===== src/rtl/sfr_pkg.sv =====
package sfr_pkg;

    typedef enum logic [1:0] {
        ST_IDLE,
        ST_CMD,
        ST_DATA,
        ST_RESP
    } seq_state_e;

    // Field positions follow the setup word layout used by software.
    typedef struct packed {
        logic [1:0] rsv_hi;
        logic [5:0] dmy_bits;
        logic [7:0] wr_op;
        logic [1:0] rsv_lo;
        logic [1:0] rtype;
        logic [1:0] dmy_fld;
        logic [1:0] addr_fld;
        logic [7:0] rd_op;
    } setup_t;

    typedef struct packed {
        setup_t setup;
        logic   mm;
    } cfg_state_t;

    localparam setup_t SETUP_RST = '{rsv_hi: 2'd0, dmy_bits: 6'd0, wr_op: 8'h00,
                                     rsv_lo: 2'd0, rtype: 2'd0, dmy_fld: 2'd0,
                                     addr_fld: 2'd2, rd_op: 8'h03};

    localparam logic [1:0] RTYPE_QUAD = 2'd3;

endpackage


===== src/rtl/sfr_cfg_regs.sv =====
module sfr_cfg_regs
    import sfr_pkg::*;
(
    input  logic        clk,
    input  logic        rst_n,
    input  logic        reg_wr,
    input  logic        reg_sel,
    input  logic [31:0] reg_wdata,
    output setup_t      setup,
    output logic        mm_on
);

    cfg_state_t cfg_d, cfg_q;

    always_comb begin
        cfg_d = cfg_q;
        if (reg_wr) begin
            if (reg_sel) begin
                cfg_d.mm = reg_wdata[0];
            end else begin
                cfg_d.setup        = setup_t'(reg_wdata);
                cfg_d.setup.rsv_hi = 2'd0;
                cfg_d.setup.rsv_lo = 2'd0;
            end
        end
    end

    always_ff @(posedge clk or negedge rst_n) begin
        if (!rst_n) begin
            cfg_q <= '{setup: SETUP_RST, mm: 1'b0};
        end else begin
            cfg_q <= cfg_d;
        end
    end

    assign setup = cfg_q.setup;
    assign mm_on = cfg_q.mm;

endmodule


===== src/rtl/sfr_seq.sv =====
module sfr_seq
    import sfr_pkg::*;
#(
    parameter int ADDR_W = 24,
    parameter int DATA_W = 32
) (
    input  logic              clk,
    input  logic              rst_n,
    input  setup_t            setup,
    input  logic              mm_on,
    input  logic              rd_valid,
    input  logic [ADDR_W-1:0] rd_addr,
    output logic              rd_ready,
    output logic              rd_done,
    output logic              rd_err,
    output logic [DATA_W-1:0] rd_data,
    output logic              sclk,
    output logic              cs_n,
    output logic [3:0]        io_out,
    output logic [3:0]        io_oe,
    input  logic [3:0]        io_in
);

    localparam int FULL_A = 32;
    localparam int TX_W   = 8 + FULL_A + 24;
    localparam int CNT_W  = $clog2(TX_W + 1);
    localparam int NIB_N  = DATA_W / 4;

    typedef struct packed {
        seq_state_e         st;
        logic               sclk;
        logic               quad;
        logic               err;
        logic [TX_W-1:0]    tx;
        logic [CNT_W-1:0]   cnt;
        logic [DATA_W-1:0]  rx;
    } seq_t;

    seq_t s_d, s_q;

    logic [2:0]        nab;
    logic [FULL_A-1:0] addr_full;
    logic [FULL_A-1:0] addr_al;
    logic [5:0]        shamt;
    logic [CNT_W-1:0]  cmd_bits;

    logic unused_fields;
    assign unused_fields = ^{setup.wr_op, setup.dmy_bits, setup.rsv_hi, setup.rsv_lo};

    always_comb begin
        nab       = {1'b0, setup.addr_fld} + 3'd1;
        addr_full = FULL_A'(rd_addr);
        shamt     = {(3'd4 - nab), 3'b000};
        addr_al   = addr_full << shamt;
        cmd_bits  = CNT_W'(8) + CNT_W'({nab, 3'b000}) + CNT_W'({setup.dmy_fld, 3'b000});
    end

    always_comb begin
        s_d = s_q;
        unique case (s_q.st)
            ST_IDLE: begin
                if (rd_valid) begin
                    if (!mm_on) begin
                        s_d.err = 1'b1;
                        s_d.st  = ST_RESP;
                    end else begin
                        s_d.err  = 1'b0;
                        s_d.quad = (setup.rtype == RTYPE_QUAD);
                        s_d.tx   = {setup.rd_op, addr_al, 24'h0};
                        s_d.cnt  = cmd_bits;
                        s_d.rx   = '0;
                        s_d.st   = ST_CMD;
                    end
                end
            end
            ST_CMD: begin
                if (!s_q.sclk) begin
                    s_d.sclk = 1'b1;
                end else begin
                    s_d.sclk = 1'b0;
                    s_d.tx   = s_q.tx << 1;
                    if (s_q.cnt == CNT_W'(1)) begin
                        s_d.st  = ST_DATA;
                        s_d.cnt = s_q.quad ? CNT_W'(NIB_N) : CNT_W'(DATA_W);
                    end else begin
                        s_d.cnt = s_q.cnt - CNT_W'(1);
                    end
                end
            end
            ST_DATA: begin
                if (!s_q.sclk) begin
                    s_d.sclk = 1'b1;
                    s_d.rx   = s_q.quad ? {s_q.rx[DATA_W-5:0], io_in}
                                        : {s_q.rx[DATA_W-2:0], io_in[1]};
                end else begin
                    s_d.sclk = 1'b0;
                    if (s_q.cnt == CNT_W'(1)) begin
                        s_d.st = ST_RESP;
                    end else begin
                        s_d.cnt = s_q.cnt - CNT_W'(1);
                    end
                end
            end
            ST_RESP: begin
                s_d.st = ST_IDLE;
            end
            default: s_d.st = ST_IDLE;
        endcase
    end

    always_ff @(posedge clk or negedge rst_n) begin
        if (!rst_n) begin
            s_q <= '{st: ST_IDLE, sclk: 1'b0, quad: 1'b0, err: 1'b0,
                     tx: '0, cnt: '0, rx: '0};
        end else begin
            s_q <= s_d;
        end
    end

    assign rd_ready = (s_q.st == ST_IDLE);
    assign rd_done  = (s_q.st == ST_RESP);
    assign rd_err   = rd_done && s_q.err;
    assign rd_data  = (rd_done && !s_q.err) ? s_q.rx : '0;
    assign sclk     = s_q.sclk;
    assign cs_n     = !((s_q.st == ST_CMD) || (s_q.st == ST_DATA));
    assign io_out   = {3'b000, (s_q.st == ST_CMD) && s_q.tx[TX_W-1]};
    assign io_oe    = {3'b000, (s_q.st == ST_CMD)};

endmodule


===== src/rtl/sfr_xlate.sv =====
module sfr_xlate
    import sfr_pkg::*;
#(
    parameter int ADDR_W = 24,
    parameter int DATA_W = 32
) (
    input  logic              clk,
    input  logic              rst_n,
    input  logic              reg_wr,
    input  logic              reg_sel,
    input  logic [31:0]       reg_wdata,
    input  logic              rd_valid,
    input  logic [ADDR_W-1:0] rd_addr,
    output logic              rd_ready,
    output logic              rd_done,
    output logic              rd_err,
    output logic [DATA_W-1:0] rd_data,
    output logic              sclk,
    output logic              cs_n,
    output logic [3:0]        io_out,
    output logic [3:0]        io_oe,
    input  logic [3:0]        io_in
);

    setup_t setup;
    logic   mm_on;

    sfr_cfg_regs u_cfg (
        .clk       (clk),
        .rst_n     (rst_n),
        .reg_wr    (reg_wr),
        .reg_sel   (reg_sel),
        .reg_wdata (reg_wdata),
        .setup     (setup),
        .mm_on     (mm_on)
    );

    sfr_seq #(
        .ADDR_W (ADDR_W),
        .DATA_W (DATA_W)
    ) u_seq (
        .clk      (clk),
        .rst_n    (rst_n),
        .setup    (setup),
        .mm_on    (mm_on),
        .rd_valid (rd_valid),
        .rd_addr  (rd_addr),
        .rd_ready (rd_ready),
        .rd_done  (rd_done),
        .rd_err   (rd_err),
        .rd_data  (rd_data),
        .sclk     (sclk),
        .cs_n     (cs_n),
        .io_out   (io_out),
        .io_oe    (io_oe),
        .io_in    (io_in)
    );

endmodule


===== config.mk =====
export PLATFORM = sky130hd
export DESIGN_NAME = sfr_xlate
export DESIGN_NICKNAME = d
export VERILOG_FILES = /design/src/rtl/sfr_pkg.sv /design/src/rtl/sfr_cfg_regs.sv /design/src/rtl/sfr_seq.sv /design/src/rtl/sfr_xlate.sv
export SDC_FILE = /design/constraint.sdc
export NUM_CORES = 1
export LEC_CHECK = 0
export BUFFER_PORTS_ARGS = -buffer_cell sky130_fd_sc_hd__buf_2
export CELL_PAD_IN_SITES_DETAIL_PLACEMENT = 1
export CELL_PAD_IN_SITES_GLOBAL_PLACEMENT = 1
export CORE_MARGIN = 2
export CORE_UTILIZATION = 32
export CTS_BUF_LIST = sky130_fd_sc_hd__clkbuf_4
export DETAILED_ROUTE_END_ITERATION = 10
export GPL_TIMING_DRIVEN = 1
export PLACE_DENSITY = 0.61
export SLEW_MARGIN = 20
export SYNTH_ARGS = -nofsm -noshare
export SYNTH_HDL_FRONTEND = slang
export SYNTH_SLANG_ARGS = --single-unit

===== constraint.sdc =====
create_clock -name clk -period 4.3 [get_ports clk]
set_input_delay 0 -clock clk [delete_from_list [all_inputs] [get_ports clk]]
set_output_delay 0 -clock clk [all_outputs]
set_load 0.01 [all_outputs]

=== Yosys cells after proc, flatten, opt, wreduce, memory -nomap -nowiden ===
Index checks and enable logic that the tools add are counted.

* Shift operators: 1
* Add/subtract/negate cells: 5
* Equal/unequal tests: 13
* Multipliers: 0
* Multiplexer cells: 22
* Bitwise logic cells: 1
* Reduce and logical (&&, ||, !) cells: 19
* Div/mod/pow operators: 0
* Magnitude comparators: 0

{| class="wikitable"
|+ Operator list
! cell !! count
|-
| two-way mux 103 bit || 2
|-
| case mux 64 bit (2 select lines) || 1
|-
| two-way mux 32 bit || 3
|-
| two-way mux 71 bit || 1
|-
| case mux 32 bit (2 select lines) || 1
|-
| left shift 24 x 6 -> 32 bit || 1
|-
| two-way mux 7 bit || 3
|-
| case mux 7 bit (3 select lines) || 1
|-
| two-way mux 2 bit || 6
|-
| inequality test 2 x 1 -> 1 bit (second input constant) || 5
|-
| case mux 2 bit (4 select lines) || 1
|-
| AND reduction 4 bit || 2
|-
| adder 4 x 6 -> 7 bit (first input constant) || 1
|-
| adder 7 x 5 -> 7 bit || 1
|-
| equality test 7 x 1 -> 1 bit (second input constant) || 1
|-
| subtractor 7 x 1 -> 7 bit (second input constant) || 1
|-
| equality test 2 bit (second input constant) || 3
|-
| two-way mux 6 bit || 1
|-
| inequality test 2 bit (second input constant) || 3
|-
| AND reduction 2 bit || 3
|-
| AND reduction 6 bit || 1
|-
| AND reduction 5 bit || 1
|-
| nonzero test 2 bit || 2
|-
| adder 2 x 1 -> 3 bit (second input constant) || 1
|-
| other kinds (11) || 15
|}

* Register bits after elaboration: 123
* Bits in writable memories: 0
* Logic and storage cells: 73
* Memories: 0
* Latch bits: 0
* Bits in read-only memories: 0
* Output and inout port bits: 45
* Input bits: 65

=== Longest topological paths before layout ===
* Depth in word-level cells: 6
* Depth in mapped cells: 9
* Gate-level depth less buffers: 8

=== By module ===
A second synthesis with hierarchy kept.

* Cells, all modules: 658
* Area, all modules: 6,421.2 µm²

{| class="wikitable"
|+ Modules (own cells, without submodules)
! module !! cells each !! seq. area each (µm²) !! times used !! area each (µm²)
|-
| sfr_seq || 590 || 2,102.0 || 1 || 5,187.5
|-
| sfr_cfg_regs || 68 || 729.4 || 1 || 1,233.7
|}

=== Worst setup path after synthesis ===
Ideal clock, no wire load.

* Kind: reg2reg
* From: register u_cfg.cfg_q (netlist bit u_cfg.setup[8])
* To: register u_seq.s_q[37] in the netlist's numbering
* Stages on the path, launching flop included: 10
* Setup slack: 1.934 ns
* Arrival time: 2.245 ns
* Buffers on the path: 1
* Setup time: 0.121 ns
* Cell sequence: dfrtp_1 clkbuf_1 inv_1 fa_1 inv_1 ha_1 fa_1 nand2_1 o311ai_0 a22o_1

* Longest elaborated chain between the ends: 6

{| class="wikitable"
|+ Ends and longest elaborated chain
! item !! RTL line !! text
|-
| start, declared || sfr_cfg_regs.sv:13 || <nowiki>cfg_state_t cfg_d, cfg_q;</nowiki>
|-
| start signal, assigned || sfr_cfg_regs.sv:30 || <nowiki>cfg_q <= '{setup: SETUP_RST, mm: 1'b0};</nowiki>
|-
| start signal, assigned || sfr_cfg_regs.sv:32 || <nowiki>cfg_q <= cfg_d;</nowiki>
|-
| adder 2 x 1 -> 3 bit || sfr_seq.sv:51 || <nowiki>nab = {1'b0, setup.addr_fld} + 3'd1;</nowiki>
|-
| adder 4 x 6 -> 7 bit || sfr_seq.sv:55 || <nowiki>cmd_bits = CNT_W'(8) + CNT_W'({nab, 3'b000}) + CNT_W'({setup.dmy_fld, 3'b000});</nowiki>
|-
| adder 7 x 5 -> 7 bit || sfr_seq.sv:55 ||
|-
| two-way mux 103 bit || sfr_seq.sv:63 || <nowiki>if (!mm_on) begin</nowiki>
|-
| two-way mux 103 bit || sfr_seq.sv:62 || <nowiki>if (rd_valid) begin</nowiki>
|-
| case mux 7 bit (3 select lines) || sfr_seq.sv:60 || <nowiki>unique case (s_q.st)</nowiki>
|-
| end signal, assigned || sfr_seq.sv:113 || <nowiki>s_q <= '{st: ST_IDLE, sclk: 1'b0, quad: 1'b0, err: 1'b0,</nowiki>
|-
| end, declared || sfr_seq.sv:39 || <nowiki>seq_t s_d, s_q;</nowiki>
|}

No other way between the ends. The select of a mux whose other input is x is not followed.
A chain may end at the register's enable or synchronous reset.

=== Worst setup path after layout ===
Ends and elaborated chain as after synthesis.

==> metrics.yaml <==
crit_path_max_fanout: 36
hold_viol_final: 0
drive_gt1_frac: 0.231
placementRows: 48
slowest_stage: "ha_1"
synth_ff_type: "dfrtp_1"
peakVddDrop_mv: 0.303
busiest_layer: "met2"
die_h_um: 137
critical_path.startpoint: "u_cfg.setup[8]"
yosys.area_share.adder: 0.0292
use_met1: 0.235
status: "finished clean"
postCtsHoldBufs: 38
io_buffer_count: 85
synth_warnings: 0
route.vias.total: 4755
max_stage_delay_ns: 0.82
synth_compound_area_frac: 0.178
worstPathRequired_ns: 4.68
layoutNonFillerInstCount: 937
finalSetupTns_ns: 0
max_slew_margin: 0.389
cts_tree: "built"
powerDensity_mw_per_mm2: 588
synth-edff-count: 0
seq_area_frac_synth: 0.438
design.die.area_sq_mm: 0.0188
dp_hpwl_um: 10300
arrival_ns: 3.11
post_cts_buffers: 0
drv_slew: 0
synth.area.top_cells: "dfrtp_1 42%, mux2_2 8.5%, nand2_1 7.2%"
nets: 783
reg2reg_from: "u_cfg.setup[8]"
crit_chain: "buf_4, ha_1, ha_1, fa_1, nand2_1, o311ai_0, a22o_1"
met3_usage: 0.0278
overflow: 0
yosys.area_share.xor_xnor: 0.00309
synth_seq_cells: 99
synth_mux_area_frac: 0.134
wirelength_um: 15400
critPathBufInv: 1
cts_max_level: 3
synth_area_per_cell_sq_um: 9.29
area_growth_pct: 19.6
numPlacedInstances: 882
crit_path_start_kind: "register"
clock_latency_ns: 0.48
p_leak_nw: 3.07
worst_pin_slew_ns: 0.916
cts.sinks: 99
finish.utilization: 0.392
drv_cap: 0
critical-path-top-delay-family: "adder cells"
drt_iter0_drc: 207
worstHoldStart: "reg_sel"
finalClockSkew_ns: 0.0289
numCtsBuffers: 9
layout_commonest_cell: "nand2_1"
clockBufferDepth: 2
yosysTopAreaCell: "dfrtp_1"
yosys.area_share.simple: 0.164
drc_errors: 0
synthArstFlopShare: 1.00
cts_root_buffer: "clkbuf_4"
finalPower_mw: 3.99
netlist_instances: 610
first_global_vias: 4854
end_kind: "register"
synth_top_area_frac: 0.424
rsz0062_at_grt: "no"
gr-usage-met2: 0.265
synth_cell_type_count: 50
mostFrequentLayoutCells: "109 x nand2_1, 96 x dfrtp_1, 84 x buf_2"
cts_resized: 0
crit_type: "reg2reg"
grt_pass1_wl_um: 25000
grt.total_usage: 0.169
antenna_found_initial: 1
clk_pin_slew_worst_paths_ns: 0.15
core_sq_mm: 0.0173
die_w_um: 137
wl_per_cell_um: 16.4
hp-class: "in2reg"
fmax_mhz: 366
drt_pre_antenna_iters: 4
setup_viol: 0
path_common_cell: "ha_1"
via_per_inst: 5.07
start_util: 0.328
post-route-period-util: 0.635
synth.cell_area_sq_mm: 0.00567
place.gp.congestion: 0.800
ant_nets: 0
fin_crit_ns: 2.73
synth_top_family_by_area: "compound AO/OA/AOI/OAI gates"
grt_start_max_net_pins: 73
ios: 110
-- metal layers --
layer,share of wire,up-vias
li1,-,2307
met1,0.49,2333
met2,0.47,96
met3,0.028,19
met4,0.017,0
met5,0,-
-- metrics by stage --
| stage | setup WS [ns] | hold WS [ns] | cell area, sq um |
|---|---|---|---|
| after floorplan | 1.93 | -0.296 | 5680 |
| after global placement | 1.61 | 0.152 | 6230 |
| after detailed placement | 1.54 | 0.158 | 6230 |
| after CTS | 1.51 | 0.00807 | 6770 |
| after global routing | 1.38 | 0.0353 | 6780 |
| final | 1.57 | 0.0427 | 6780 |
-- cell type report --
class / instances / area [sq um]
Antenna cell: 1 / 2.50
Clock buffer: 11 / 82.6
Clock inverter: 5 / 80.1
Fill cell: 2020 / 10500
Inverter: 18 / 67.6
Multi-Input combinational cell: 446 / 2910
Sequential cell: 99 / 2480
Tap cell: 225 / 282
Timing Repair Buffer: 132 / 876
-- Yosys cell counts (4+ instances only) --
cell type	number
nand2_1	109
dfrtp_1	96
o21ai_0	69
mux2_2	43
clkbuf_1	35
and2_1	34
nor2_1	30
mux2i_1	26
a21oi_1	19
inv_1	18
a221oi_1	16
nand3_1	11
ha_1	10
o31ai_1	9
a211oi_1	8
o211ai_1	8
buf_2	7
buf_4	6
nor3_1	6
o22ai_1	5
nor2b_1	4
-- where the power goes --
group,switching (mW),internal [mW]
registers,0.191,1.21
logic,1.27,0.733
clock network,0.334,0.248
total,1.79,2.19
-- sequential cells by signal (all words and copies together) (netlist names) --
name,flops
u_cfg.mm_on,1
u_cfg.setup,14
u_seq.s_q,83
u_seq.sclk,1
-- cell families after synthesis --
| kind of cell | after synthesis |
|---|---|
| and+or+nand+nor | 204 |
| AOI/OAI and AO/OA | 152 |
| DFF | 99 |
| muxes | 70 |
| buffers and inverters | 70 |
| adders and majority gates | 12 |
| xor gates and xnor gates | 2 |
| other | 1 |
-- worst paths after layout --
kind	cells past startpoint	endpoint	slack, ns
max in group asynchronous	3	u_cfg.setup[9]	3.06
min in group asynchronous	2	u_seq.s_q[3]	0.16
worst min-delay path	5	u_cfg.setup[9]	0.04
worst min register to register	2	u_seq.s_q[102]	0.49
worst max-delay path	7	u_seq.s_q[37]	1.57
worst max register to register	7	u_seq.s_q[37]	1.57
-- worst reg2reg max path, delay by kind of cell (launching register included) --
family,cells,cell delay [ns]
adders and majority gates,3,1.55
buffers and inverters,1,0.24
and+or+nand+nor,1,0.09
DFF,1,0.39
AOI/OAI and AO/OA,2,0.38
No activity file was read; power rests on OpenSTA's default activity.
